File: config.mk
export PLATFORM = sky130hd
export DESIGN_NAME = lutmul_const_mult
export DESIGN_NICKNAME = d
export VERILOG_FILES = /design/src/rtl/lutmul_pkg.sv /design/src/rtl/lutmul_table.sv /design/src/rtl/lutmul_partial.sv /design/src/rtl/lutmul_filler.sv /design/src/rtl/lutmul_const_mult.sv
export SDC_FILE = /design/constraint.sdc
export NUM_CORES = 1
export LEC_CHECK = 0
export BUFFER_PORTS_ARGS = -buffer_cell sky130_fd_sc_hd__clkbuf_2
export CORE_AREA = 2 2 230 186
export CTS_BUF_LIST = sky130_fd_sc_hd__clkbuf_8
export DETAILED_ROUTE_END_ITERATION = 8
export DIE_AREA = 0 0 232 188
export PLACE_DENSITY_LB_ADDON = 0.3
export SYNTH_ARGS = -nofsm -noshare
export SYNTH_HDL_FRONTEND = slang
export SYNTH_SLANG_ARGS = --single-unit
File: constraint.sdc
create_clock -name clk -period 10.38 [get_ports clk]
set_input_delay 0.519 -clock clk [delete_from_list [all_inputs] [get_ports clk]]
set_output_delay 0.519 -clock clk [all_outputs]
set_load 0.05 [all_outputs]
File: src/rtl/lutmul_pkg.sv
package lutmul_pkg;

    typedef enum logic [1:0] {
        FILL_IDLE = 2'd0,
        FILL_RUN  = 2'd1,
        FILL_DONE = 2'd2
    } fill_state_t;

    // Number of tables per constant nibble and number of constant nibbles
    localparam int TBL_PER_PART = 2;
    localparam int NUM_PARTS    = 2;
    localparam int NUM_TABLES   = TBL_PER_PART * NUM_PARTS;

endpackage

File: src/rtl/lutmul_table.sv
module lutmul_table #(
    parameter int IDX_W = 4,
    parameter int ENT_W = 8,
    parameter logic [IDX_W-1:0] INIT_NIB = '0
) (
    input  logic             clk,
    input  logic             rst_n,
    input  logic             wr_en,
    input  logic [IDX_W-1:0] wr_addr,
    input  logic [ENT_W-1:0] wr_data,
    input  logic [IDX_W-1:0] rd_addr,
    output logic [ENT_W-1:0] rd_data
);
    localparam int DEPTH = 1 << IDX_W;

    logic [ENT_W-1:0] mem [DEPTH];

    always_ff @(posedge clk or negedge rst_n) begin
        if (!rst_n) begin
            for (int i = 0; i < DEPTH; i++) begin
                mem[i] <= ENT_W'(i) * ENT_W'(INIT_NIB);
            end
        end else if (wr_en) begin
            mem[wr_addr] <= wr_data;
        end
    end

    assign rd_data = mem[rd_addr];

    AST_WRITE_LANDS: assert property (@(posedge clk) disable iff (!rst_n)
        wr_en |=> mem[$past(wr_addr)] == $past(wr_data));

endmodule

File: src/rtl/lutmul_partial.sv
module lutmul_partial #(
    parameter int NIB_W = 4,
    parameter int ENT_W = 8,
    parameter int PP_W  = 12,
    parameter logic [NIB_W-1:0] INIT_NIB = '0
) (
    input  logic               clk,
    input  logic               rst_n,
    input  logic [1:0]         wr_en,
    input  logic [NIB_W-1:0]   wr_addr,
    input  logic [ENT_W-1:0]   wr_data,
    input  logic [2*NIB_W-1:0] operand,
    output logic [PP_W-1:0]    pp
);
    logic [ENT_W-1:0] rd [2];

    for (genvar t = 0; t < 2; t++) begin : g_tbl
        lutmul_table #(
            .IDX_W   (NIB_W),
            .ENT_W   (ENT_W),
            .INIT_NIB(INIT_NIB)
        ) u_tbl (
            .clk    (clk),
            .rst_n  (rst_n),
            .wr_en  (wr_en[t]),
            .wr_addr(wr_addr),
            .wr_data(wr_data),
            .rd_addr(operand[t*NIB_W +: NIB_W]),
            .rd_data(rd[t])
        );
    end

    // Table indexed by the upper operand nibble carries weight 2^NIB_W
    assign pp = PP_W'(rd[0]) + (PP_W'(rd[1]) << NIB_W);

endmodule

File: src/rtl/lutmul_filler.sv
module lutmul_filler
    import lutmul_pkg::*;
#(
    parameter int NIB_W = 4,
    parameter int ENT_W = 8
) (
    input  logic               clk,
    input  logic               rst_n,
    input  logic               start,
    input  logic               hold,
    input  logic [2*NIB_W-1:0] const_in,
    output logic               busy,
    output logic               done,
    output logic               wr_en,
    output logic [NIB_W-1:0]   wr_addr,
    output logic [ENT_W-1:0]   lo_data,
    output logic [ENT_W-1:0]   hi_data
);
    localparam logic [NIB_W-1:0] LAST = {NIB_W{1'b1}};

    fill_state_t state_q, state_d;
    logic [NIB_W-1:0]   addr_q;
    logic [2*NIB_W-1:0] const_q;

    // State register
    always_ff @(posedge clk or negedge rst_n) begin
        if (!rst_n) state_q <= FILL_IDLE;
        else        state_q <= state_d;
    end

    always_comb begin
        state_d = state_q;
        unique case (state_q)
            FILL_IDLE: if (start && !hold) state_d = FILL_RUN;
            FILL_RUN:  if (addr_q == LAST) state_d = FILL_DONE;
            FILL_DONE: state_d = FILL_IDLE;
            default:   state_d = FILL_IDLE;
        endcase
    end

    always_ff @(posedge clk or negedge rst_n) begin
        if (!rst_n) begin
            addr_q  <= '0;
            const_q <= '0;
        end else if (state_q == FILL_IDLE && start && !hold) begin
            addr_q  <= '0;
            const_q <= const_in;
        end else if (state_q == FILL_RUN) begin
            addr_q  <= addr_q + 1'b1;
        end
    end

    // Outputs
    always_comb begin
        busy    = 1'b0;
        done    = 1'b0;
        unique case (state_q)
            FILL_IDLE: ;
            FILL_RUN:  busy = 1'b1;
            FILL_DONE: done = 1'b1;
            default:   ;
        endcase
        wr_en   = busy;
        wr_addr = addr_q;
        lo_data = ENT_W'(addr_q) * ENT_W'(const_q[NIB_W-1:0]);
        hi_data = ENT_W'(addr_q) * ENT_W'(const_q[2*NIB_W-1:NIB_W]);
    end

    AST_DONE_ONE_CYCLE: assert property (@(posedge clk) disable iff (!rst_n)
        done |=> !done);
    AST_DONE_AFTER_BUSY: assert property (@(posedge clk) disable iff (!rst_n)
        $rose(done) |-> $past(busy));
    AST_NO_RESTART: assert property (@(posedge clk) disable iff (!rst_n)
        (busy && addr_q != LAST) |=> busy && addr_q == $past(addr_q) + 1'b1);
    AST_HOLD_BLOCKS_START: assert property (@(posedge clk) disable iff (!rst_n)
        (!busy && !done && hold) |=> !busy);

endmodule

File: src/rtl/lutmul_const_mult.sv
module lutmul_const_mult
    import lutmul_pkg::*;
#(
    parameter int DATA_W = 8,
    parameter logic [DATA_W-1:0] DEFAULT_CONST = 'hAB,
    parameter bit OUT_REG = 1'b1
) (
    input  logic                clk,
    input  logic                rst_n,
    input  logic                in_valid,
    input  logic [DATA_W-1:0]   in_data,
    output logic                out_valid,
    output logic [2*DATA_W-1:0] out_product,
    input  logic                load_en,
    input  logic [1:0]          load_sel,
    input  logic [DATA_W/2-1:0] load_addr,
    input  logic [DATA_W-1:0]   load_data,
    input  logic                fill_start,
    input  logic [DATA_W-1:0]   fill_const,
    output logic                fill_busy,
    output logic                fill_done
);
    localparam int NIB_W  = DATA_W / 2;
    localparam int ENT_W  = 2 * NIB_W;
    localparam int PP_W   = DATA_W + NIB_W;
    localparam int PROD_W = 2 * DATA_W;

    logic               f_we;
    logic [NIB_W-1:0]   f_addr;
    logic [ENT_W-1:0]   f_data [NUM_PARTS];
    logic [PP_W-1:0]    pp [NUM_PARTS];
    logic [PROD_W-1:0]  prod_c;
    logic               accept;

    lutmul_filler #(.NIB_W(NIB_W), .ENT_W(ENT_W)) u_fill (
        .clk     (clk),
        .rst_n   (rst_n),
        .start   (fill_start),
        .hold    (load_en),
        .const_in(fill_const),
        .busy    (fill_busy),
        .done    (fill_done),
        .wr_en   (f_we),
        .wr_addr (f_addr),
        .lo_data (f_data[0]),
        .hi_data (f_data[1])
    );

    for (genvar p = 0; p < NUM_PARTS; p++) begin : g_part
        logic [1:0]       we;
        logic [ENT_W-1:0] wdata;
        logic [NIB_W-1:0] waddr;

        for (genvar t = 0; t < TBL_PER_PART; t++) begin : g_we
            assign we[t] = f_we |
                (load_en && !fill_busy && load_sel == 2'(p * TBL_PER_PART + t));
        end
        assign wdata = f_we ? f_data[p] : load_data;
        assign waddr = f_we ? f_addr    : load_addr;

        lutmul_partial #(
            .NIB_W   (NIB_W),
            .ENT_W   (ENT_W),
            .PP_W    (PP_W),
            .INIT_NIB(DEFAULT_CONST[p*NIB_W +: NIB_W])
        ) u_part (
            .clk    (clk),
            .rst_n  (rst_n),
            .wr_en  (we),
            .wr_addr(waddr),
            .wr_data(wdata),
            .operand(in_data),
            .pp     (pp[p])
        );
    end

    assign prod_c = PROD_W'(pp[0]) + (PROD_W'(pp[1]) << NIB_W);
    assign accept = in_valid && !load_en && !fill_busy;

    if (OUT_REG) begin : g_reg
        logic              vld_q;
        logic [PROD_W-1:0] prod_q;

        always_ff @(posedge clk or negedge rst_n) begin
            if (!rst_n) begin
                vld_q  <= 1'b0;
                prod_q <= '0;
            end else begin
                vld_q <= accept;
                if (accept) prod_q <= prod_c;
            end
        end
        assign out_valid   = vld_q;
        assign out_product = prod_q;

        AST_VALID_FOLLOWS_INPUT: assert property (@(posedge clk) disable iff (!rst_n)
            out_valid |-> $past(in_valid));
        AST_QUIET_WHILE_LOADING: assert property (@(posedge clk) disable iff (!rst_n)
            out_valid |-> (!$past(load_en) && !$past(fill_busy)));
        AST_HOLD_PRODUCT: assert property (@(posedge clk) disable iff (!rst_n)
            !out_valid |-> $stable(out_product));
    end else begin : g_comb
        assign out_valid   = accept;
        assign out_product = prod_c;
    end

endmodule

Word level (Yosys, flattened, before mapping)
Index checks and enable logic that the tools add are counted.

word-level totals
  register bits = 543
  bits of input ports = 35
  output and inout port bits = 19
  word-level logic and storage cells = 139

operators by class
  add/sub/neg operators = 4
  multipliers = 2
  order comparisons = 4
  eq/ne operators = 8
  muxes and demuxes = 28
  bitwise gates (word level) = 7
  reductions and logical operators = 17

operator list
  operator               number
  $bwmux W128            4
  $bmux W8 S4            4
  $mux W8                11
  $demux W8 S4           1
  $add A8 B12 Y12        2
  $add A12 B16 Y16       1
  $mul A4 B4 Y8          2
  $ge A5 B5 Y1 const B   3
  $not A4 Y5             3
  $mux W4                3
  $logic_and A1 B1 Y1    11
  $eq A2 B2 Y1 const B   3
  $lt A5 B1 Y1 const B   1
  $add A4 B1 Y4 const B  1
  $eq A2 B1 Y1 const B   2
  $eq A4 B4 Y1 const B   1
  $logic_not A2 Y1       2
  $mux W2                2
  $ne A2 B1 Y1 const B   2
  $or A1 B1 Y1           4
  $pmux W2 S2            1
  $logic_not A1 Y1       2
  $mux W1                2
  $reduce_and A2 Y1      1
  $reduce_bool A2 Y1     1

Logic depth before layout (Yosys ltp)
Gate-level depths: netlist (run 1).

  depth after elaboration = 9
  depth in mapped cells = 20
  gate-level depth less buffers = 16

Cells and area by module
Synthesis (run 1) repeated with hierarchy kept, for this count alone.

unflattened totals
  cells, all modules = 1,847
  area total of the unflattened synthesis = 27,164.8 µm²

by module, submodules not included
  module                                              times used  cells each  area an instance (µm²)  seq. area each (µm²)
  lutmul_table (g_part[0].u_part.g_tbl[0].u_tbl ...)  2           365         5,983.2                 3,270.6
  lutmul_table (g_part[1].u_part.g_tbl[0].u_tbl ...)  2           365         5,974.5                 3,261.9
  lutmul_filler                                       1           156         1,480.2                 350.3
  lutmul_const_mult                                   1           175         1,326.3                 425.4
  lutmul_partial                                      2           28          221.5                   0.0

Worst setup path before layout (run 1)
Ideal clock, no wire load.

  kind = in2reg
  start point = input port in_data[4]
  end point = register g_reg.prod_q[14], in the netlist out_product[14]
  library setup time = 0.120 ns
  data arrival time = 5.249 ns
  data required time = 10.260 ns
  path slack = 5.011 ns
  cell stages on the path = 20
  path buffers = 4
  cell sequence = buf_2 -> buf_4 -> buf_4 -> buf_2 -> mux4_2 -> mux4_2 -> ha_1 -> fa_1 -> a21o_1 -> a21oi_1 -> xnor2_1 -> ha_1 -> o21a_1 -> o31a_1 -> o31a_1 -> o21ai_0 -> and2_1 -> or3_1 -> a21o_1 -> a31o_1

on the way
  word-level cells in the longest chain between the ends = 6
  elaborated cells on any way between the ends = 10
  those cells by class = 3 x add/sub; 6 x mux; 1 x bitwise

RTL lines
  item                                         line                     text
  from (decl)                                  lutmul_const_mult.sv:11  input logic [DATA_W-1:0] in_data,
  $not A4 Y5 (not written as such) *           lutmul_table.sv:28       assign rd_data = mem[rd_addr];
  $bmux W8 S4                                  lutmul_table.sv:28
  $mux W8 (not written as such) (2 in series)  lutmul_table.sv:28
  $add A8 B12 Y12                              lutmul_partial.sv:34     assign pp = PP_W'(rd[0]) + (PP_W'(rd[1]) << NIB_W);
  $add A12 B16 Y16 *                           lutmul_const_mult.sv:77  assign prod_c = PROD_W'(pp[0]) + (PROD_W'(pp[1]) << NIB_W);
  to (signal assigned)                         lutmul_const_mult.sv:90  if (accept) prod_q <= prod_c;
  to (decl)                                    lutmul_const_mult.sv:82  logic [PROD_W-1:0] prod_q;

Every way passes the cells marked *; elsewhere a longest branch is shown, timed or not. The select of a mux whose other input is x is not followed.
A chain may end at the register's enable or synchronous reset.

Worst setup path after layout (run 1)
  start point = input port in_data[0]
  end point = register g_reg.prod_q[15], in the netlist out_product[15]

Same word-level chain as after synthesis.

==> run summary, run 1 <==
Status - finished clean
CP cell instances - buf_4 -> buf_4 -> mux4_2 -> mux4_2 -> ha_1 -> a21o_1 -> a21oi_1 -> xnor2_1 -> ha_1 -> o21ai_0 -> nor2_1 -> o21a_1 -> o21ai_0 -> a2111oi_4 -> maj3_1 -> a211oi_1 -> nor3b_2
Hold path startpoint - fill_const[2]
DIE HEIGHT - 188 um
CP required - 10930 ps
Largest net degree at the start of global routing - 190
Pwr dens - 363 nW/um^2
Area grow syn2layout - 9.78%
Setup TNS - 0 ps
R2R setup slack - 5790 ps
CTS tree - yes
Register Area - 13800 sq um
Clk_lat worst skew - 680 ps
Clock Sink Count - 543
Post-Syn Nets - 2357
FF+latch count, synth - 543
Mapped Area - 25300 sq um
Layout cell share with drive strength beyond 1 - 0.275
IO Count - 54
Reg2reg end - out_product[14]
RSZ-0062 raised after global routing - false
CP top delay family - compound AO/OA/AOI/OAI gates
Register area share after synthesis - 0.546
Post-synth top area cell - dfrtp_1
Worst-path clk slew - 70 ps
Final WL - 65700 um
Worst R2R Start - g_part[0].u_part.g_tbl[1].u_tbl.mem[8]
Global-route wire length before repair - 105000 um
Hold Path End - u_fill.const_q[2]
Startpoint class of the critical path - input port
Root Driver - clkbuf_8
Number of global-route vias before repair - 18283
Worst-path maximum fanout - 46
IO buf count - 53
# rows - 67
DP HPWL - 43600 um
Main synth FF type - dfrtp_1
Max-slew headroom - 0.115
CP endpoint kind - flip-flop
Crit path DAT - 5720 ps
Mux cell area share after synthesis - 0.159
Syn avg cell area - 11.2 sq um
Area of the multi-input gates - 10800 sq um
Top cells by area, synth - dfrtp_1 34%, dfstp_2 21%, mux4_2 14%
Remaining antenna violation count after routing - 0
Fill cell count - 3037
Crit share post-route - 0.499
Largest family of logic cells by synthesized area - multiplexers
Die ar. - 43600 sq um
Min-Delay Path Class - in2reg
Pin slew with the least headroom to its limit - 1320 ps
Leak - 11.9 nW
Core area - 41500 sq um
Crit path from - in_data[0]
Commonest non-fill, non-tap cell in the layout - nand2_1
Maxcap violations - 0
Clk_skew - 32.0 ps
Synthesized instance count - 2270
Yosys cell types - 55
Final worst slack - 5200 ps
Starting density of the core - 0.611
Initial antenna violation count - 4
Critical path's slowest cell - buf_4
Synth warnings - 0
Htree depth - 3
EDFF count, synth - 0
GRT Residual Overflow - 0
Commonest non-fill, non-tap cells in the layout - 361 x nand2_1, 341 x dfrtp_1, 297 x o21ai_0
Hold buffers post-CTS - 1
1st-iter DRT viols - 1738
CP peak stage delay - 780 ps
Crit path time final - 5180 ps
Pre-CTS WS - 4430 ps
WP buf/inv - 2
DRC Markers - 0
DRT Pass-1 Iters - 7
Drt via density - 6.20
Gr usage total - 0.317
WHS Path Cells - 2
Synth Area in Simple Gates - 0.107
Area share of the largest cell type after synthesis - 0.337
Number of setup violations in the final report - 0
Maximum achievable frequency - 0.193 GHz
Post-CTS Setup Inserts - 0
Synth Area in Adders - 0.0293
Post-synthesis xor/xnor area fraction - 0.00790
WL/cell - 22.5 um
Peak supply drop - 0.000293 V
Slew Viols, Final - 0
Die X-Extent - 232 um
Critical path class - in2reg
R2R depth - 16
CTS max path bufs - 3
TritonCTS Buffers - 85
Routability Congestion - 0.858
Via total after detailed routing - 18061
Final Hold Viols - 0
Async SR Flop Fraction - 1.00
Nets - 2375
Compound-gate portion of the synthesized area - 0.119
CTS resizes - 0
[worst register-to-register path: stages, from the launching register on]
cell	delay, ps
dfrtp_1	410
mux4_2	460
mux4_2	510
ha_1	310
fa_1	480
a21o_1	170
a21oi_1	210
xnor2_1	100
ha_1	330
o21a_1	130
o31a_1	180
o31a_1	170
o21ai_0	110
and2_1	200
or3_1	370
a21o_1	170
a31o_1	200
[stage by stage]
step,cells,area [sq um],utilization,hold slack (ps),power (mW)
CTS,2912,27800,0.670,45.7,10.0
global route,2912,27800,0.670,62.6,10.7
finish,2913,27800,0.670,81.6,10.1
detailed placement,2752,26000,0.627,466,8.19
global placement,2752,26000,0.627,456,7.94
floorplan,2270,25300,-,223,6.79
[cells in the mapped netlist (all sizes together), types with 11 or more instances]
cell type and number:
mux4 158, nor2 256, buf 32, nand2 361, xnor2 15, mux2 39, ha 41, o21ai 300
a21o 13, clkbuf 131, fa 11, and2 24, dfstp 202, dfrtp 341, a21oi 230, inv 34
[logic make-up (layout without fill, tap and decap cells)]
family	after synthesis	after routing
simple gates	678	678
compound gates	576	576
flops	543	543
mux	200	200
buf+inv	198	288
fa+ha+maj	53	53
xor+xnor	22	22
other cells	0	1
[registers in the layout, summed over array words and instances, names as in the netlist]
signal / flops
u_fill.wr_addr: 4
out_valid: 1
g_part.u_part.g_tbl.u_tbl.mem: 512
out_product: 16
u_fill.const_q: 8
u_fill.state_q: 2
[report_power, final]
part | total [mW] | internal, mW | leakage [nW] | switching [mW]
Combinational | 4.30 | 1.60 | 4.54 | 2.71
Clock | 1.85 | 0.980 | 1.03 | 0.866
Sequential | 3.93 | 3.36 | 6.33 | 0.577
Total | 10.1 | 5.93 | 11.9 | 4.15
[final cells by class]
| type | count | share of cell area |
|---|---|---|
| antenna | 1 | 0.0000900 |
| timing repair buffer | 94 | 0.0217 |
| clock inverter | 53 | 0.0109 |
| multi-input combinational | 1529 | 0.388 |
| inverter | 35 | 0.00472 |
| tap | 552 | 0.0248 |
| clock buffer | 106 | 0.0525 |
| sequential | 543 | 0.498 |
[how the worst max path moves through the flow]
| stage | endpoint | slack (ps) | depth (start not counted) |
|---|---|---|---|
| 3_3_place_gp | out_product[15] | 4540 | 17 |
| 2_1_floorplan | out_product[14] | 5010 | 20 |
| 5_1_grt | out_product[15] | 4820 | 17 |
| 4_1_cts | out_product[15] | 5150 | 17 |
| 3_5_place_dp | out_product[15] | 4430 | 17 |
| 6_report | out_product[15] | 5200 | 17 |
[layer usage]
| metal | wire, um | share of wire | vias to the layer above | track usage |
|---|---|---|---|---|
| li1 | - | - | 7968 | - |
| met3 | 6820 | 0.10 | 131 | 0.0929 |
| met2 | 29100 | 0.44 | 805 | 0.454 |
| met1 | 28000 | 0.43 | 9151 | 0.473 |
| met4 | 1700 | 0.026 | 6 | 0.0966 |
| met5 | 37 | 0.00056 | - | 0 |
No activity file was read; power rests on OpenSTA's default activity.
==> inputs of run 2 (changes only) <==
--- a/config.mk
+++ b/config.mk
@@ -5,11 +5,12 @@
 export SDC_FILE = /design/constraint.sdc
 export NUM_CORES = 1
 export LEC_CHECK = 0
+export ABC_AREA = 1
 export BUFFER_PORTS_ARGS = -buffer_cell sky130_fd_sc_hd__clkbuf_2
-export CORE_AREA = 2 2 230 186
+export CORE_AREA = 2 2 238 193
 export CTS_BUF_LIST = sky130_fd_sc_hd__clkbuf_8
 export DETAILED_ROUTE_END_ITERATION = 8
-export DIE_AREA = 0 0 232 188
+export DIE_AREA = 0 0 240 195
 export PLACE_DENSITY_LB_ADDON = 0.3
 export SYNTH_ARGS = -nofsm -noshare
 export SYNTH_HDL_FRONTEND = slang
==> constraint.sdc (replaced) <==
create_clock -name clk -period 5.2 [get_ports clk]
set_input_delay 0.26 -clock clk [delete_from_list [all_inputs] [get_ports clk]]
set_output_delay 0.26 -clock clk [all_outputs]
set_load 0.05 [all_outputs]
==> run 2 against run 1 <==
Compared with the run above: clock skew down 4.6 ps; combinational power rose by 73%; non-clock buffer count rose by 15; utilization is 0.25 points lower; highest routed layer unchanged; global-route usage up 0.93 points; synthesized cell count rose by 44%; register-to-register slack worse by 4800 ps; clock power grew 100%; clock-buffer cell count up 3; design area is 6.1% higher; cell count up 35%.
==> run summary, run 2 <==
Die ar. - 46800 sq um (was 43600 sq um)
CTS tree - yes (unchanged)
Drt via density - 5.86 (was 6.20)
Nets - 3350 (was 2375)
CTS max path bufs - 3 (unchanged)
Compound-gate portion of the synthesized area - 0.189 (was 0.119)
Synth warnings - 0 (unchanged)
Initial antenna violation count - 1 (was 4)
Mapped Area - 27200 sq um (was 25300 sq um)
DIE HEIGHT - 195 um (was 188 um)
CP endpoint kind - flip-flop (unchanged)
Area of the multi-input gates - 11300 sq um (was 10800 sq um)
Pre-CTS WS - 684 ps (was 4430 ps)
FF+latch count, synth - 543 (unchanged)
Top cells by area, synth - dfrtp_1 31%, dfstp_2 20%, nand2_1 12% (was dfrtp_1 34%, dfstp_2 21%, mux4_2 14%)
Min-Delay Path Class - in2reg (unchanged)
Status - finished clean (unchanged)
Fill cell count - 3575 (was 3037)
Largest family of logic cells by synthesized area - simple AND/OR/NAND/NOR gates (was multiplexers)
Syn avg cell area - 8.30 sq um (was 11.2 sq um)
Most numerous cell in the Yosys netlist - nand2_1 (unchanged)
Synth Area in Adders - 0.0270 (was 0.0293)
Post-Syn Nets - 3362 (was 2357)
Final Hold Viols - 0 (unchanged)
Commonest non-fill, non-tap cell in the layout - nand2_1 (unchanged)
R2R depth - 22 (was 16)
Clk_lat worst skew - 690 ps (was 680 ps)
RSZ-0062 raised after global routing - false (unchanged)
# rows - 69 (was 67)
Number of global-route vias before repair - 22274 (was 18283)
Reg2reg end - out_product[15] (was out_product[14])
R2R setup slack - 1040 ps (was 5790 ps)
Post-synth top area cell - dfrtp_1 (unchanged)
Gr usage total - 0.326 (was 0.317)
Global-route wire length before repair - 120000 um (was 105000 um)
Worst R2R Start - g_part[0].u_part.g_tbl[0].u_tbl.mem[12] (was g_part[0].u_part.g_tbl[1].u_tbl.mem[8])
Layout cell share with drive strength beyond 1 - 0.189 (was 0.275)
Number of setup violations in the final report - 0 (unchanged)
Htree depth - 3 (unchanged)
Min Hold Slack - 55.6 ps (was 81.6 ps)
Crit path time final - 4160 ps
Register Area - 13800 sq um (unchanged)
Worst-path maximum fanout - 4 (was 46)
Register area share after synthesis - 0.509 (was 0.546)
Hold buffers post-CTS - 9 (was 1)
Starting density of the core - 0.615 (was 0.611)
Hold Path End - u_fill.wr_addr[3] (was u_fill.const_q[2])
Commonest non-fill, non-tap cells in the layout - 851 x nand2_1, 351 x o21ai_0, 341 x dfrtp_1 (was 361 x nand2_1, 341 x dfrtp_1, 297 x o21ai_0)
CTS resizes - 0 (unchanged)
Final WL - 74500 um (was 65700 um)
IO buf count - 53 (unchanged)
CP required - 5770 ps (was 10930 ps)
Clk_skew - 27.5 ps (was 32.0 ps)
Commonest cells post-synth - 851 x nand2_1, 351 x o21ai_0, 341 x dfrtp_1, 329 x o21ai_1, 202 x dfstp_2 (was 361 x nand2_1, 341 x dfrtp_1, 297 x o21ai_0, 252 x nor2_1, 229 x a21oi_1)
Main synth FF type - dfrtp_1 (unchanged)
Peak supply drop - 0.000357 V (was 0.000293 V)
DRT Pass-1 Iters - 6 (was 7)
Die X-Extent - 240 um (was 232 um)
Final worst slack - 1040 ps (was 5200 ps)
Largest net degree at the start of global routing - 139 (was 190)
Post-CTS Setup Inserts - 0 (unchanged)
Top reg by flops - g_part.u_part.g_tbl.u_tbl.mem (unchanged)
Via total after detailed routing - 23100 (was 18061)
Maximum achievable frequency - 0.240 GHz
Routability Congestion - 0.904 (was 0.858)
Slew Viols, Final - 0 (unchanged)
Pin slew with the least headroom to its limit - 1200 ps (was 1320 ps)
Crit share post-route - 0.801
Startpoint class of the critical path - flip-flop (was input port)
Area grow syn2layout - 8.60% (was 9.78%)
Root Driver - clkbuf_8 (unchanged)
DRC Markers - 0 (unchanged)
Hold path startpoint - fill_start (was fill_const[2])
Max-slew headroom - 0.201 (was 0.115)
1st-iter DRT viols - 2405 (was 1738)
Critical path class - reg2reg (was in2reg)
Async SR Flop Fraction - 1.00 (unchanged)
Mux cell area share after synthesis - 0 (was 0.159)
Area share of the largest cell type after synthesis - 0.314 (was 0.337)
Yosys cell types - 43 (was 55)
WHS Path Cells - 6 (was 2)
Synth Area in Simple Gates - 0.193 (was 0.107)
Clock Sink Count - 543 (unchanged)
Leak - 13.3 nW (was 11.9 nW)
EDFF count, synth - 0 (unchanged)
Core area - 44200 sq um (was 41500 sq um)
Post-synthesis xor/xnor area fraction - 0.00387 (was 0.00790)
WL/cell - 18.9 um (was 22.5 um)
Remaining antenna violation count after routing - 0 (unchanged)
TritonCTS Buffers - 86 (was 85)
DP HPWL - 48400 um (was 43600 um)
Diodes inserted - 0 (was 1)
Pwr dens - 628 nW/um^2 (was 363 nW/um^2)
Max reg flops - 512 (unchanged)
Worst-path clk slew - 70 ps (about the same)
Maxcap violations - 0 (unchanged)
IO Count - 54 (unchanged)
Synthesized instance count - 3275 (was 2270)
Total power - 18.5 mW (was 10.1 mW)
Setup TNS - 0 ps (unchanged)
Crit path DAT - 4730 ps (was 5720 ps)
GRT Residual Overflow - 0 (unchanged)
==> run 2: cell count changes in the layout (fill, tap and decap cells not counted), moves of 36 or more <==
cell,before,now
nand2_1,361,851
o21ai_1,3,327
inv_1,65,229
mux4_2,157,0
a21oi_1,217,83
nand3_1,5,108
inv_2,1,89
nor2_1,252,190
o221ai_1,0,57
o21ai_0,297,351
mux2_2,38,0
nor2_2,4,42
nor2_4,0,36
==> run 2: cell families (layout without fill, tap and decap cells) <==
kind of cell	count (synthesis)	after routing
AOI/OAI and AO/OA	926	926
xor gates and xnor gates	12	12
adders and majority gates	52	52
buffers and inverters	496	557
DFF	543	543
and+or+nand+nor	1246	1246
==> run 2: layer usage <==
layer | track usage | wire (um) | up-vias
li1 | - | - | 10779
met1 | 0.474 | 32400 | 11045
met2 | 0.483 | 32400 | 1079
met3 | 0.0739 | 7210 | 195
met4 | 0.115 | 2360 | 2
met5 | 0 | 10 | -
==> run 2: worst max-delay path by stage <==
| stage | start | endpoint |
|---|---|---|
| after global routing | g_part[0].u_part.g_tbl[0].u_tbl.mem[12] | out_product[15] |
| after floorplan | in_data[4] | out_product[15] |
| after global placement | in_data[4] | out_product[15] |
| after detailed placement | in_data[4] | out_product[15] |
| after CTS | g_part[0].u_part.g_tbl[1].u_tbl.mem[112] | out_product[15] |
| final | g_part[0].u_part.g_tbl[0].u_tbl.mem[12] | out_product[15] |
==> run 2: worst max-delay path, stage by stage, from the launching register on <==
cell,delay (ps)
dfstp_2,540
o21ai_0,100
o221ai_1,230
o211ai_1,130
nand2_1,140
ha_1,230
fa_1,220
a21oi_1,70
o21ai_0,600
nand3_1,190
xnor2_1,180
ha_1,350
nand2_1,100
nor3_1,120
o21ai_0,110
o211ai_1,140
a21oi_1,120
nor2_2,180
inv_1,60
nor2_1,90
nand2_1,50
nand3_1,60
nand2_1,60
==> run 2: stage by stage <==
stage / std cells / instance area, sq um / utilization
detailed placement: 3769 / 27700 / 0.626
CTS: 3939 / 29500 / 0.668
global placement: 3769 / 27700 / 0.626
finish: 3939 / 29500 / 0.668
global route: 3939 / 29500 / 0.668
floorplan: 3275 / 27200 / -
==> run 2: layout make-up <==
| type | count | share of cell area |
|---|---|---|
| flip-flops and latches | 543 | 0.469 |
| inverters | 287 | 0.0366 |
| clock buffers | 109 | 0.0508 |
| repair buffers | 109 | 0.0266 |
| well taps | 603 | 0.0256 |
| clock inverters | 52 | 0.00920 |
| multi-input cells | 2236 | 0.382 |
==> run 2: where the power goes <==
part	switching (mW)	internal, mW
Sequential	0.984	6.41
Combinational	5.39	2.06
Clock	1.76	1.95
